`src/rtl/clkgear_pkg.sv`:
```
package clkgear_pkg;
  localparam int REG_AW        = 1;
  localparam int REG_DW        = 8;
  localparam int CODE_W        = 3;
  localparam int GEAR_MAX_LOG  = 4;
  localparam int PRESC_MAX_LOG = 5;

  localparam logic [REG_AW-1:0] ADDR_SRC = 1'b0;
  localparam logic [REG_AW-1:0] ADDR_DIV = 1'b1;

  // source register bit positions
  localparam int B_OSC_SEL = 0;
  localparam int B_PLL_SEL = 1;
  localparam int B_PLL_EN  = 2;
  localparam int B_EXT_EN  = 3;
  localparam int B_LO_EN   = 4;
  // divider register field positions
  localparam int F_GEAR_LO  = 0;
  localparam int B_PSRC     = 3;
  localparam int F_PRESC_LO = 4;

  typedef struct packed {
    logic lo_en;
    logic ext_en;
    logic pll_en;
    logic pll_sel;
    logic osc_sel;
  } src_cfg_t;

  typedef enum logic {PSRC_GEAR = 1'b0, PSRC_FC = 1'b1} psrc_e;

  function automatic logic code_ok(input logic [CODE_W-1:0] code, input int max_log);
    return int'(code) <= max_log;
  endfunction
endpackage

```
`src/rtl/clkgear_regs.sv`:
```
module clkgear_regs
  import clkgear_pkg::*;
#(
  parameter int GEAR_MAX  = GEAR_MAX_LOG,
  parameter int PRESC_MAX = PRESC_MAX_LOG
) (
  input  logic              clk,
  input  logic              rst_n,
  input  logic              wr_en,
  input  logic [REG_AW-1:0] wr_addr,
  input  logic [REG_DW-1:0] wr_data,
  output src_cfg_t          src_cfg,
  output logic [CODE_W-1:0] gear_pend,
  output logic [CODE_W-1:0] presc_pend,
  output psrc_e             psrc,
  output logic              pll_err
);
  logic [CODE_W-1:0] gear_field;
  logic [CODE_W-1:0] presc_field;
  logic              bad_pll_req;

  always_comb begin
    gear_field  = wr_data[F_GEAR_LO +: CODE_W];
    presc_field = wr_data[F_PRESC_LO +: CODE_W];
    bad_pll_req = wr_data[B_PLL_SEL] & ~wr_data[B_PLL_EN];
  end

  always_ff @(posedge clk or negedge rst_n) begin
    if (!rst_n) begin
      src_cfg    <= '0;
      gear_pend  <= '0;
      presc_pend <= '0;
      psrc       <= PSRC_GEAR;
      pll_err    <= 1'b0;
    end else if (wr_en) begin
      if (wr_addr == ADDR_SRC) begin
        src_cfg.osc_sel <= wr_data[B_OSC_SEL];
        src_cfg.pll_sel <= wr_data[B_PLL_SEL];
        src_cfg.pll_en  <= wr_data[B_PLL_EN];
        src_cfg.ext_en  <= wr_data[B_EXT_EN];
        src_cfg.lo_en   <= wr_data[B_LO_EN];
        if (bad_pll_req) pll_err <= 1'b1;
      end else begin
        if (code_ok(gear_field, GEAR_MAX))   gear_pend  <= gear_field;
        if (code_ok(presc_field, PRESC_MAX)) presc_pend <= presc_field;
        psrc <= psrc_e'(wr_data[B_PSRC]);
      end
    end
  end
endmodule

```
`src/rtl/clkgear_src.sv`:
```
module clkgear_src
  import clkgear_pkg::*;
(
  input  src_cfg_t cfg,
  input  logic     int_tick,
  input  logic     ext_tick,
  input  logic     pll_tick,
  output logic     hs_tick
);
  logic fosc_tick;
  logic use_pll;

  always_comb begin
    fosc_tick = cfg.osc_sel ? ext_tick : int_tick;
    use_pll   = cfg.pll_sel & cfg.pll_en;
    hs_tick   = use_pll ? pll_tick : fosc_tick;
  end
endmodule

```
`src/rtl/clkgear_div.sv`:
```
module clkgear_div #(
  parameter int MAX_LOG = 4,
  parameter int CODE_W  = 3
) (
  input  logic              clk,
  input  logic              rst_n,
  input  logic              tick_in,
  input  logic [CODE_W-1:0] code_pend,
  output logic              tick_out
);
  localparam int CNT_W = (MAX_LOG > 0) ? MAX_LOG : 1;

  logic [CNT_W-1:0]  cnt;
  logic [CODE_W-1:0] act;
  logic [CNT_W-1:0]  last;
  logic              wrap;

  always_comb begin
    last     = ~({CNT_W{1'b1}} << act);
    wrap     = (cnt == last);
    tick_out = tick_in & wrap;
  end

  always_ff @(posedge clk or negedge rst_n) begin
    if (!rst_n) begin
      cnt <= '0;
      act <= '0;
    end else if (tick_in) begin
      if (wrap) begin
        cnt <= '0;
        act <= code_pend;
      end else begin
        cnt <= cnt + 1'b1;
      end
    end
  end
endmodule

```
`src/rtl/clkgear_ctrl.sv`:
```
module clkgear_ctrl
  import clkgear_pkg::*;
#(
  parameter int GEAR_MAX  = GEAR_MAX_LOG,
  parameter int PRESC_MAX = PRESC_MAX_LOG
) (
  input  logic              clk,
  input  logic              rst_n,
  input  logic              int_tick,
  input  logic              ext_tick,
  input  logic              pll_tick,
  input  logic              wr_en,
  input  logic [REG_AW-1:0] wr_addr,
  input  logic [REG_DW-1:0] wr_data,
  output logic              hs_tick,
  output logic              sys_tick,
  output logic              periph_tick,
  output logic              presc_tick,
  output logic              ext_hs_on,
  output logic              lo_on,
  output logic              pll_on,
  output logic              pll_err
);
  src_cfg_t          cfg;
  logic [CODE_W-1:0] gear_pend;
  logic [CODE_W-1:0] presc_pend;
  psrc_e             psrc;

  clkgear_regs #(.GEAR_MAX(GEAR_MAX), .PRESC_MAX(PRESC_MAX)) u_regs (
    .clk(clk), .rst_n(rst_n), .wr_en(wr_en), .wr_addr(wr_addr), .wr_data(wr_data),
    .src_cfg(cfg), .gear_pend(gear_pend), .presc_pend(presc_pend),
    .psrc(psrc), .pll_err(pll_err)
  );

  clkgear_src u_src (
    .cfg(cfg), .int_tick(int_tick), .ext_tick(ext_tick), .pll_tick(pll_tick),
    .hs_tick(hs_tick)
  );

  clkgear_div #(.MAX_LOG(GEAR_MAX), .CODE_W(CODE_W)) u_gear (
    .clk(clk), .rst_n(rst_n), .tick_in(hs_tick), .code_pend(gear_pend),
    .tick_out(sys_tick)
  );

  always_comb periph_tick = (psrc == PSRC_FC) ? hs_tick : sys_tick;

  clkgear_div #(.MAX_LOG(PRESC_MAX), .CODE_W(CODE_W)) u_presc (
    .clk(clk), .rst_n(rst_n), .tick_in(periph_tick), .code_pend(presc_pend),
    .tick_out(presc_tick)
  );

  always_comb begin
    ext_hs_on = cfg.ext_en;
    lo_on     = cfg.lo_en;
    pll_on    = cfg.pll_en;
  end
endmodule

```
`config.mk`:
```
export PLATFORM = sky130hd
export DESIGN_NAME = clkgear_ctrl
export DESIGN_NICKNAME = d
export VERILOG_FILES = /design/src/rtl/clkgear_pkg.sv /design/src/rtl/clkgear_regs.sv /design/src/rtl/clkgear_src.sv /design/src/rtl/clkgear_div.sv /design/src/rtl/clkgear_ctrl.sv
export SDC_FILE = /design/constraint.sdc
export NUM_CORES = 1
export LEC_CHECK = 0
export ABC_AREA = 1
export BUFFER_PORTS_ARGS = -buffer_cell sky130_fd_sc_hd__buf_2
export CAP_MARGIN = 20
export CORE_MARGIN = 10
export CORE_UTILIZATION = 50
export DETAILED_ROUTE_END_ITERATION = 12
export PLACE_DENSITY = 0.68
export REMOVE_ABC_BUFFERS = 1
export SLEW_MARGIN = 20
export SYNTH_ARGS = -nofsm -noshare
export SYNTH_HDL_FRONTEND = slang
export SYNTH_SLANG_ARGS = --single-unit
```
`constraint.sdc`:
```
create_clock -name clk -period 3 [get_ports clk]
set_input_delay 0.3 -clock clk [delete_from_list [all_inputs] [get_ports clk]]
set_output_delay 0.3 -clock clk [all_outputs]
set_load 0.005 [all_outputs]
```
# ---- Word level (Yosys, flattened, before mapping)
# Index checks and enable logic that the tools add are counted.
dict set report word_totals {
  memories 0
  rom_bits 0
  wordCells 41
  input_bits 15
  output_inout_bits 8
  ram_bits 0
  latchBits 0
  register_bits 28
}
dict set report op_classes {
  n_mul 0
  div_mod_pow 0
  eq_ne 2
  reduce_logical 7
  bitwise_logic 8
  mux 5
  shift 2
  n_lt_le_gt_ge 2
  addsub 2
}
# op n
set op_table {}
lappend op_table {{AND reduction 3 bit} 3}
lappend op_table {{AND reduction 2 bit} 4}
lappend op_table {{less-or-equal comparator 3 bit (second input constant)} 2}
lappend op_table {{adder 5 x 1 -> 5 bit (second input constant)} 1}
lappend op_table {{equality test 5 bit} 1}
lappend op_table {{2-to-1 mux 5 bit} 1}
lappend op_table {{NOT 5 bit} 1}
lappend op_table {{<< shifter 5 x 3 -> 5 bit (first input constant)} 1}
lappend op_table {{adder 4 x 1 -> 4 bit (second input constant)} 1}
lappend op_table {{bitwise AND 1 bit} 4}
lappend op_table {{equality test 4 bit} 1}
lappend op_table {{2-to-1 mux 4 bit} 1}
lappend op_table {{NOT 4 bit} 1}
lappend op_table {{<< shifter 4 x 3 -> 4 bit (first input constant)} 1}
lappend op_table {{2-to-1 mux 1 bit} 3}
lappend op_table {{NOT 1 bit} 2}

# ---- Longest topological paths before layout
# Gate-level depths: netlist of the first run.
dict set report logic_depth {
  ltp_word 6
  ltp_mapped 10
}

# ---- Hierarchy
# A second synthesis of the first run with hierarchy kept.
dict set report unflattened {
  cells_unflattened 198
  hier_area_um2 1557.7
}
# mod area_each_um2 cells_each seq_area_each_um2 n_inst
set modules_own_cells {}
lappend modules_own_cells {clkgear_regs 550.5 59 325.3 1}
lappend modules_own_cells {{clkgear_div at u_presc} 508.0 69 200.2 1}
lappend modules_own_cells {{clkgear_div at u_gear} 447.9 57 175.2 1}
lappend modules_own_cells {clkgear_src 36.3 9 0.0 1}
lappend modules_own_cells {clkgear_ctrl 15.0 4 0.0 1}

# ---- Least setup slack after synthesis of the first run
# No wires, ideal clock.
dict set report synth_timing {
  path_type {flip-flop to output port}
  start {reg u_gear.act[1]}
  end {out presc_tick}
  arrival_time_ns 1.206
  stages_incl_launch_ff 8
  t_required_ns 2.700
  path_buffers 0
  setup_slack_ns 1.494
  path_cell_list {dfrtp_1 > nor2_2 > nand3_1 > a21oi_2 > nand3_4 > nand2_8 > nand2_4 > inv_1}
}
dict set report synth_between {
  elab_chain_len 6
}
# element line
set synth_rtl {}
lappend synth_rtl {{from (decl)} clkgear_div.sv:14} ;# logic [CODE_W-1:0] act;
lappend synth_rtl {{from (signal assigned)} clkgear_div.sv:31} ;# act <= code_pend;
lappend synth_rtl {{<< shifter 4 x 3 -> 4 bit} clkgear_div.sv:19} ;# last = ~({CNT_W{1'b1}} << act);
lappend synth_rtl {{NOT 4 bit} clkgear_div.sv:19}
lappend synth_rtl {{equality test 4 bit} clkgear_div.sv:20} ;# wrap = (cnt == last);
lappend synth_rtl {{bitwise AND 1 bit} clkgear_div.sv:21} ;# tick_out = tick_in & wrap;
lappend synth_rtl {{2-to-1 mux 1 bit} clkgear_ctrl.sv:45} ;# always_comb periph_tick = (psrc == PSRC_FC) ? hs_tick : sys_tick;
lappend synth_rtl {{net periph_tick} clkgear_ctrl.sv:17} ;# output logic periph_tick,
lappend synth_rtl {{bitwise AND 1 bit} clkgear_div.sv:21}
lappend synth_rtl {{to (decl)} clkgear_ctrl.sv:18} ;# output logic presc_tick,
# The timed path passes the listed nets, and every way through them passes these cells.

# ---- Worst setup path in the final report of the first run
dict set report layout_timing {
  start {reg u_gear.act[2]}
  end {out presc_tick}
}
dict set report layout_between {
  elab_chain_len 6
}
# element line
set layout_rtl {}
lappend layout_rtl {{<< shifter 4 x 3 -> 4 bit} clkgear_div.sv:19}
lappend layout_rtl {{NOT 4 bit} clkgear_div.sv:19}
lappend layout_rtl {{equality test 4 bit} clkgear_div.sv:20}
lappend layout_rtl {{bitwise AND 1 bit} clkgear_div.sv:21}
lappend layout_rtl {{2-to-1 mux 1 bit} clkgear_ctrl.sv:45}
lappend layout_rtl {{bitwise AND 1 bit} clkgear_div.sv:21}
# No other way between the ends.

==> results.md, run 1 <==
- Slew HR: 0.5955
- Mapped Area: 1470 um^2
- Share of the core filled with cells: 0.5879
- R2R Path End: u_presc.act[0]
- Fin cells: 234
- Drt drc: 0
- Synth cell types: 25
- ANT cells: 0
- Drt pass-1 iters: 4
- P per Cell Area: 830.1 nW/um^2
- Hold Fails Final Rpt: 0
- Vias in the first global route: 1171
- All-Layer GR Usage: 0.1044
- Row cnt: 19
- Status: finished, final reports clean
- WL per Instance: 11.48 um
- Post-Synth Adder-Cell Area: 0.01702
- RSZ-0062 raised after global routing: false
- Post-synthesis mux area share: 0
- Crit path setup slack, layout: 0.9258 ns
- Post-synthesis async set-or-reset flop share: 1.000
- Max-cap violations: 0
- Share of layout cells above drive strength 1: 0.1724
- Crit Path Class: reg -> out
- Post-synth EDFFs: 0
- Hold EP: u_regs.pll_err
- Worst Max-Slew Pin Slew: 0.6067 ns
- DRT Wirelength: about 2700 um
- Worst EP arrival: 1.77 ns
- First-pass GRT wire length: 4754 um
- Dpl cells: 230
- Post-route ant nets: 0
- Layout Nets: between 200 and 250
- Worst Skew: 0.01023 ns
- Die W: approximately 74 um
- Sequential cell area fraction in the yosys report: 0.4766
- CTS tree: yes
- Buffers on Ports: 21
- Die Ht: 74.23 um
- DIE AREA: 5509 um^2
- Most common cell in the synthesized netlist: nand2_1
- Area grow syn2layout: 11.23%
- Worst EP required: 2.70 ns
- Synth Area in Simple Gates: 0.3064
- Gr ovfl total: 0
- Post-synth top flop: dfrtp_1
- Core area: 2781 um^2
- Area leader, netlist: dfrtp_1
- Hold-fix buffers at CTS: 1
- Ports: 23
- Starting density of the core: 0.5286
- Dpl ws: 1.281 ns
- Vias: 1196
- Worst Path Max Fanout: 10
- Most area-consuming cells after synthesis: dfrtp_1 48%, nand2_1 13%, nand3_1 6.5%
- Antenna violations before repair: 0
- Setup crit end kind: output port
- Resize count post-CTS: 0
- # fillers: 250
- Setup TNS: 0 ns
- Total CTS buffers: 3
- Hold Startpoint: wr_data[2]
- Worst reg2reg setup slack: 1.50 ns
- Largest net degree at the start of global routing: 29
- Routability cong.: ~0.8
- Top cells by count, synth: 50 x nand2_1, 28 x dfrtp_1, 20 x inv_1
- Final setup fails: 0
- Tmin final: 2.074 ns
- Via/cell ratio: 5.111
- Synth Area per Inst: 8.213 um^2
- Main combinational cell family by area after synthesis: simple AND/OR/NAND/NOR gates
- Bufs on Longest Clock Path: 2
- Warnings from Yosys: 0
- Count of pins over their slew limit: 0
- DPL Wire Length: 2110 um
- Synth Area in XOR/XNOR: 0.05957
- Seq cells post-synth: 28
- Final worst path period share: 0.6914
- R2R cell count: 8
- Max IR drop VDD: 525.1 uV
- H-tree depth: 1
- Worst hold path type: in -> reg
- Clock sinks: 28
- FMAX: 482.1 MHz
- Leak pwr: ~0.9 nW
- Compound-gate portion of the synthesized area: 0.07915
- Root Buffer: clkbuf_4
- WHS Path Cells: 2
- Worst skew pair latency: 0.32 ns
- Post-synth top area share: 0.4766
- Post CTS Setup Buffer Count: 0
- Startpoint types: register
- Clock transition at path regs: 0.15 ns
- Post-Syn Instances: around 180
- Initial DRC Count: 66
- RR Startpoint: u_gear.act[2]
[state kept, by name, indices dropped and copies added (netlist names)]
signal             count
u_gear.act             3
u_gear.cnt             4
u_regs.pll_err         1
u_regs.gear_pend       3
u_presc.cnt            5
u_regs.presc_pend      3
u_presc.act            3
u_regs.psrc            1
u_regs.src_cfg         5
[worst max-delay path by stage]
stage / from / to / slack, ns / depth (start not counted)
2_1_floorplan: u_gear.act[1] / presc_tick / 1.49 / 7
3_3_place_gp: u_gear.act[2] / presc_tick / 1.32 / 8
3_5_place_dp: u_gear.act[2] / presc_tick / 1.28 / 8
4_1_cts: u_gear.act[2] / presc_tick / 0.91 / 8
5_1_grt: u_presc.act[1] / presc_tick / 0.74 / 8
6_report: u_gear.act[2] / presc_tick / 0.93 / 8
[per-layer routing]
layer / track usage / part of all wire / vias up
met5: 0 / 0 / -
met4: 0.03455 / 0.0052 / 0
met3: 0.02261 / 0.034 / 2
met2: 0.1771 / 0.47 / 15
met1: 0.1284 / 0.49 / 555
li1: - / - / 624
[worst max-delay path: stages (launching register included)]
cell and delay, ns:
dfrtp_1 0.46, nor2_2 0.14, nand3_1 0.10, a21oi_2 0.21, nand3_4 0.19, nand2_8 0.15, nand2_4 0.06, inv_1 0.05
buf_2 0.10
[layout make-up]
class | count | area, um^2 | share of cell area
timing repair buffer | 22 | 115.1 | 0.07039
inverter | 21 | 78.83 | 0.04820
tap | 31 | 38.79 | 0.02372
clock buffer | 3 | 22.52 | 0.01377
sequential | 28 | 700.7 | 0.4285
multi-input combinational | 129 | 679.4 | 0.4155
[logic make-up (layout without fill, tap and decap cells)]
family,count (synthesis),after routing
AND/OR/NAND/NOR,96,96
flip-flops,28,28
buffers and inverters,22,46
AO/OA/AOI/OAI,21,21
XOR/XNOR,10,10
adder cells (fa/ha/maj),2,2
[through the flow]
step           hold slack, ns  power [W]  instance area [um^2]
4_1_cts                0.1702   0.001375                  1635
5_1_grt                0.1704   0.001496                  1635
3_3_place_gp           0.3447   0.001188                  1603
3_5_place_dp           0.3547   0.001223                  1603
6_report               0.1869   0.001358                  1635
2_1_floorplan        0.004409   0.001077                  1459
[cell usage in the layout (no fill, tap or decap), drive strengths merged]
cell         count
a21oi            5
a31oi            2
and3             1
buf             21
clkbuf           3
dfrtp           28
dlygate4sd3      1
ha               2
inv             21
nand2           54
nand3           20
nand3b           1
nor2            18
nor3             2
o211ai           1
o21ai           12
o21bai           1
xnor2            2
xor2             8
[power breakdown]
group	leakage, nW	total [W]	internal [W]	switching, W
sequential	0.346	0.000597	0.000486	0.000110
clock	0.0138	0.000150	0.0000469	0.000103
combinational	0.524	0.000610	0.000238	0.000372
No activity file was read; power rests on OpenSTA's default activity.
==> inputs of run 2 (changes only) <==
Settings changed: ABC_AREA 1 to 0, CORE_UTILIZATION 50 to 49, PLACE_DENSITY 0.68 to 0.7.
Clock period 3 ns to 1.78 ns, I/O delays scaled along.
==> run 2 against run 1 <==
Against the previous run:
- sequential cell count stayed put
- critical path type unchanged
- count of clock-buffer cells in the layout is 1 higher
- the flow now finishes with violations (setup timing)
- sequential power is 76% higher
- core utilization is 9.6 points higher
- clock skew is 0.0078 ns lower
==> results.md, run 2 <==
- CTS tree: yes
- Hold Startpoint: wr_data[3]
- Post-synth EDFFs: 0
- Layout Nets: 192
- Buffers on Ports: 21
- Mapped Area: 1378 um^2
- Ports: 23
- Post-synthesis async set-or-reset flop share: 1.000
- Worst hold path type: in -> reg
- Synth Area per Inst: 11.02 um^2
- Starting density of the core: 0.5039
- Count of pins over their slew limit: 0
- Sequential cell area fraction in the yosys report: 0.5086
- Seq cells post-synth: 28
- Row cnt: 19
- Most common cell after layout, fill and taps aside: dfrtp_1
- DPL Wire Length: 2228 um
- Drt pass-1 iters: 5
- Final setup fails: 14
- Area leader, netlist: dfrtp_1
- H-tree depth: 1
- Multi-input logic area: 708.2 um^2
- FMAX: around 470 MHz
- Warnings from Yosys: 0
- Max-cap violations: 0
- Gr ovfl total: 0
- Most common cell in the synthesized netlist: dfrtp_1
- Via/cell ratio: 5.424
- # fillers: 194
- Worst EP required: between 1.5 and 2 ns
- Core area: 2734 um^2
- Top cells by count, synth: 28 x dfrtp_1, 19 x nor2_1, 11 x mux2_2
- Worst hold slack: 0.08109 ns
- Post-Syn Instances: approximately 130
- Startpoint types: register
- Routability cong.: roughly 0.80
- Max IR drop VDD: between 900 and 1000 uV
- Setup crit end kind: output port
- Total CTS buffers: 3
- WL per Instance: 15.99 um
- WHS Path Cells: 2
- Worst Skew: 0.002472 ns
- Worst Max-Slew Pin Slew: 0.6218 ns
- Bufs on Longest Clock Path: 2
- RSZ-0062 raised after global routing: true
- Clock transition at path regs: 0.15 ns
- P per Cell Area: ~1500 nW/um^2
- Leak pwr: 0.8749 nW
- Crit Path Class: reg -> out
- First-pass GRT wire length: 5388 um
- Clock sinks: 28
- Drt drc: 0
- Hold EP: u_regs.psrc
- Post-synth top area share: 0.5086
- Post-route ant nets: 0
- Tmin final: 2.135 ns
- Reg area: around 700 um^2
- Worst reg2reg setup slack: -0.29 ns
- Dpl ws: -0.1960 ns
- Commonest cells after routing, fill and taps aside: 28 x dfrtp_1, 18 x buf_2, 17 x nor2_1, 17 x buf_4, 12 x buf_6
- Die W: 73.02 um
- Share of layout cells above drive strength 1: 0.4713
- Crit path setup slack, layout: -0.3547 ns
- ANT cells: 0
- RR Startpoint: u_gear.cnt[3]
- R2R cell count: 8
- Initial DRC Count: 34
- DIE AREA: 5332 um^2
- Die Ht: 73.02 um
- Vias: ~1100
- Worst EP arrival: 1.96 ns
- Worst skew pair latency: 0.33 ns
- Largest net degree at the start of global routing: 29
- Top Registers: u_presc.cnt: 5 flops, u_regs.src_cfg: 5 flops, u_gear.cnt: 4 flops
- Slew HR: 0.5854
- All-Layer GR Usage: 0.1225
- Worst Path Max Fanout: 2
- Final worst path period share: 1.199
- Vias in the first global route: between 1000 and 1500
- Antenna violations before repair: 0
- Failing checks: setup timing
- Synth cell types: 36
- Total power: between 0.002 and 0.003 W
- Status: complete, but fails checks
- Hold Fails Final Rpt: 0
- Area grow syn2layout: 35.69%
- Post-synth top flop: dfrtp_1
- Most area-consuming cells after synthesis: dfrtp_1 51%, mux2_2 9.0%, nor2_1 5.2%
- DRT Wirelength: 3277 um
- Root Buffer: clkbuf_4
- R2R Path End: u_presc.cnt[3]
## run 2: power by group
group	internal (W)	total [W]	switching, W
clock	0.000125	0.000311	0.000186
sequential	0.000842	0.00105	0.000205
combinational	0.000854	0.00146	0.000607
## run 2: what timing repair did
action | 4_1_cts | 5_1_grt
setup endpoints to repair | 14 | 14
gates resized for setup | 18 | 17
pin swaps | 9 | 3
buffers inserted | 8 | 4
endpoints found under the hold margin | 28 | 0
hold buffers | 1 | 0
## run 2: area by class of cell
class / count / share of cell area
multi-input cells: 88 / 0.3788
flip-flops and latches: 28 / 0.3748
repair buffers: 48 / 0.1941
well taps: 31 / 0.02075
clock buffers: 4 / 0.01941
inverters: 6 / 0.01205
## run 2: layer usage
| metal | routed length [um] | global-route usage | vias up |
|---|---|---|---|
| met3 | 150 | 0.03673 | 7 |
| li1 | - | - | 533 |
| met5 | 0 | 0 | - |
| met2 | 1663 | 0.2015 | 24 |
| met4 | 53 | 0.04852 | 0 |
| met1 | 1410 | 0.1447 | 548 |
## run 2: worst max path at each step
stage | from | end | slack, ns | cells after the start
6_report | u_presc.act[0] | presc_tick | -0.35 | 6
3_3_place_gp | u_presc.cnt[0] | u_presc.act[1] | -0.17 | 6
4_1_cts | u_presc.act[0] | presc_tick | -0.32 | 6
3_5_place_dp | u_presc.cnt[0] | u_presc.act[2] | -0.20 | 6
5_1_grt | u_gear.act[2] | presc_tick | -0.48 | 7
2_1_floorplan | u_presc.cnt[0] | u_presc.act[0] | -0.25 | 6
## run 2: stage by stage
| stage | TNS (ns) | cells | util | instance area [um^2] |
|---|---|---|---|---|
| after floorplan | -0.7929 | 122 | - | 1359 |
| after global placement | -0.8351 | 191 | 0.5963 | 1630 |
| after detailed placement | -1.134 | 191 | 0.5963 | 1630 |
| after CTS | -1.603 | 204 | 0.6604 | 1805 |
| after global routing | -4.260 | 205 | 0.6838 | 1869 |
| final | -2.372 | 205 | 0.6838 | 1869 |
## run 2: cells by family after synthesis
family                   count (synthesis)  share of synthesized area
buffers and inverters                    9                    0.02997
flip-flops                              28                     0.5086
adder cells (fa/ha/maj)                  2                    0.01816
multiplexers                            17                     0.1444
AO/OA/AOI/OAI                           21                     0.1135
AND/OR/NAND/NOR                         44                     0.1599
XOR/XNOR                                 4                    0.02544
## run 2: worst max-delay path, stage by stage (launching register included)
cell and delay (ns):
dfrtp_1 0.43, nor4_2 0.29, a31oi_1 0.06, a2111o_1 0.40, a22oi_4 0.18, and2_4 0.17
buf_6 0.09
==> inputs of run 3 (changes only) <==
Settings changed: TNS_END_PERCENT set to 1.
==> run 3 against run 2 <==
Against the previous run:
- the flow still finishes with violations (setup timing)
- setup slack improved by 0.018 ns
- clock power shrank 3%
- wire length fell by 9.5%
- sequential cell count stayed put
- first-iteration DRC count is 29% lower
- core utilization fell by 4.5 points
- sequential power about the same
- die area unchanged
- highest routed layer unchanged
==> results.md, run 3 (synthesis gave the netlist of run 2 again) <==
- Status: complete, but fails checks
- Failing checks: setup timing
- RSZ-0062 raised after global routing: true
- Gr ovfl total: 0
- Leak pwr: 0.8169 nW
- Row cnt: 19
- Max-cap violations: 0
- All-Layer GR Usage: 0.1153
- Ports: 23
- Routability cong.: 0.8028
- Worst Skew: 0.001537 ns
- Setup crit end kind: output port
- Vias: 1058
- Initial DRC Count: 24
- Area grow syn2layout: 26.70%
- Final design area excluding fillers: 1745 um^2
- Total CTS buffers: 3
- WL per Instance: 15.05 um
- Die Ht: 73.02 um
- Most common cell after layout, fill and taps aside: dfrtp_1
- FMAX: roughly 470 MHz
- Bufs on Longest Clock Path: 2
- Final setup fails: 11
- Hold Fails Final Rpt: 0
- Clock transition at path regs: 0.14 ns
- Via/cell ratio: 5.371
- Starting density of the core: 0.5039
- Fin cells: 197
- Antenna violations before repair: 0
- Core area: about 2700 um^2
- Crit path setup slack, layout: -0.3362 ns
- First-pass GRT wire length: 5057 um
- Root Buffer: clkbuf_4
- Worst hold path type: in -> reg
- Drt pass-1 iters: 4
- Share of layout cells above drive strength 1: 0.4036
- Worst skew pair latency: 0.32 ns
- Buffers on Ports: 21
- CTS tree: yes
- Worst EP required: 1.60 ns
- DPL Wire Length: 2228 um
- H-tree depth: 1
- Die W: 73.02 um
- Layout Nets: between 150 and 200
- Drt drc: 0
- Worst Max-Slew Pin Slew: 0.6197 ns
- Dpl cells: 191
- Commonest cells after routing, fill and taps aside: 28 x dfrtp_1, 19 x buf_2, 18 x nor2_1, 16 x buf_4, 8 x mux2_2
- DIE AREA: 5332 um^2
- # fillers: 213
- Slew HR: 0.5869
- Crit Path Class: reg -> out
- Largest net degree at the start of global routing: 29
- P per Cell Area: 1468 nW/um^2
- Worst EP arrival: 1.94 ns
- Total power: around 0.0026 W
- Final worst path period share: 1.189
- Clock sinks: 28
- Placement Cell Area: 1630 um^2
- Tmin final: about 2.1 ns
- Startpoint types: register
- Count of pins over their slew limit: 0
- Post-route ant nets: 0
- Worst Path Max Fanout: 2
- Vias in the first global route: 1110
- DRT Wirelength: 2965 um
- ANT cells: 0
- Top Registers: u_presc.cnt: 5 flops, u_regs.src_cfg: 5 flops, u_gear.cnt: 4 flops
- Max IR drop VDD: 861.6 uV
==> run 3: area by class of cell <==
| cell class | instances | area [um^2] | share of cell area |
|---|---|---|---|
| clock buffers | 4 | 36.28 | 0.02079 |
| flip-flops and latches | 28 | 700.7 | 0.4014 |
| multi-input cells | 88 | 676.9 | 0.3878 |
| repair buffers | 40 | 270.3 | 0.1548 |
| well taps | 31 | 38.79 | 0.02222 |
| inverters | 6 | 22.52 | 0.01290 |
==> run 3: per-layer routing <==
layer / track usage / vias to the layer above / wire length [um]
met5: 0 / - / 0
met4: 0.04430 / 0 / 34
met3: 0.03401 / 4 / 135
met2: 0.1882 / 24 / 1478
met1: 0.1383 / 505 / 1317
li1: - / 525 / -
==> run 3: final timing paths <==
path	start	endpoint	slack, ns	depth (start not counted)
setup / recovery	u_presc.act[0]	presc_tick	-0.34	6
hold / removal	wr_data[3]	u_regs.psrc	0.09	2
setup reg to reg	u_presc.act[0]	u_presc.act[2]	-0.24	7
hold reg to reg	u_regs.pll_err	u_regs.pll_err	0.49	1
max in group asynchronous	rst_n	u_gear.cnt[1]	1.00	2
min in group asynchronous	rst_n	u_presc.act[1]	0.39	2
==> run 3: through the flow <==
| step | setup slack (ns) | hold slack, ns | util | TNS, ns |
|---|---|---|---|---|
| 2_1_floorplan | -0.2460 | -0.1176 | - | -0.7929 |
| 3_3_place_gp | -0.1683 | 0.2274 | 0.5963 | -0.8351 |
| 6_report | -0.3362 | 0.09191 | 0.6384 | -1.827 |
| 4_1_cts | -0.3197 | 0.08101 | 0.6243 | -1.593 |
| 3_5_place_dp | -0.1960 | 0.2317 | 0.5963 | -1.134 |
| 5_1_grt | -0.4344 | 0.07057 | 0.6384 | -2.948 |
==> run 3: report_power, final <==
group | leakage, nW | internal (W) | switching [W] | total [W]
combinational | 0.458 | 0.000705 | 0.000515 | 0.00122
sequential | 0.338 | 0.000842 | 0.000199 | 0.00104
clock | 0.0210 | 0.000125 | 0.000177 | 0.000303
total | 0.817 | 0.00167 | 0.000891 | 0.00256
==> run 3: worst max-delay path, cell delays in order, from the launching register on <==
cell and delay, ns:
dfrtp_1 0.42, nor4_2 0.28, a31oi_1 0.06, a2111o_1 0.40
a22oi_4 0.18, and2_4 0.17, buf_6 0.09
==> run 3: what timing repair did <==
| item | 4_1_cts | 5_1_grt |
|---|---|---|
| resized for setup | 6 | 8 |
| hold endpoints to repair | 28 | 0 |
| buffers inserted | 1 | 0 |
| pin swaps | 7 | 3 |
| hold buffers | 1 | 0 |
| setup endpoints to repair | 14 | 14 |
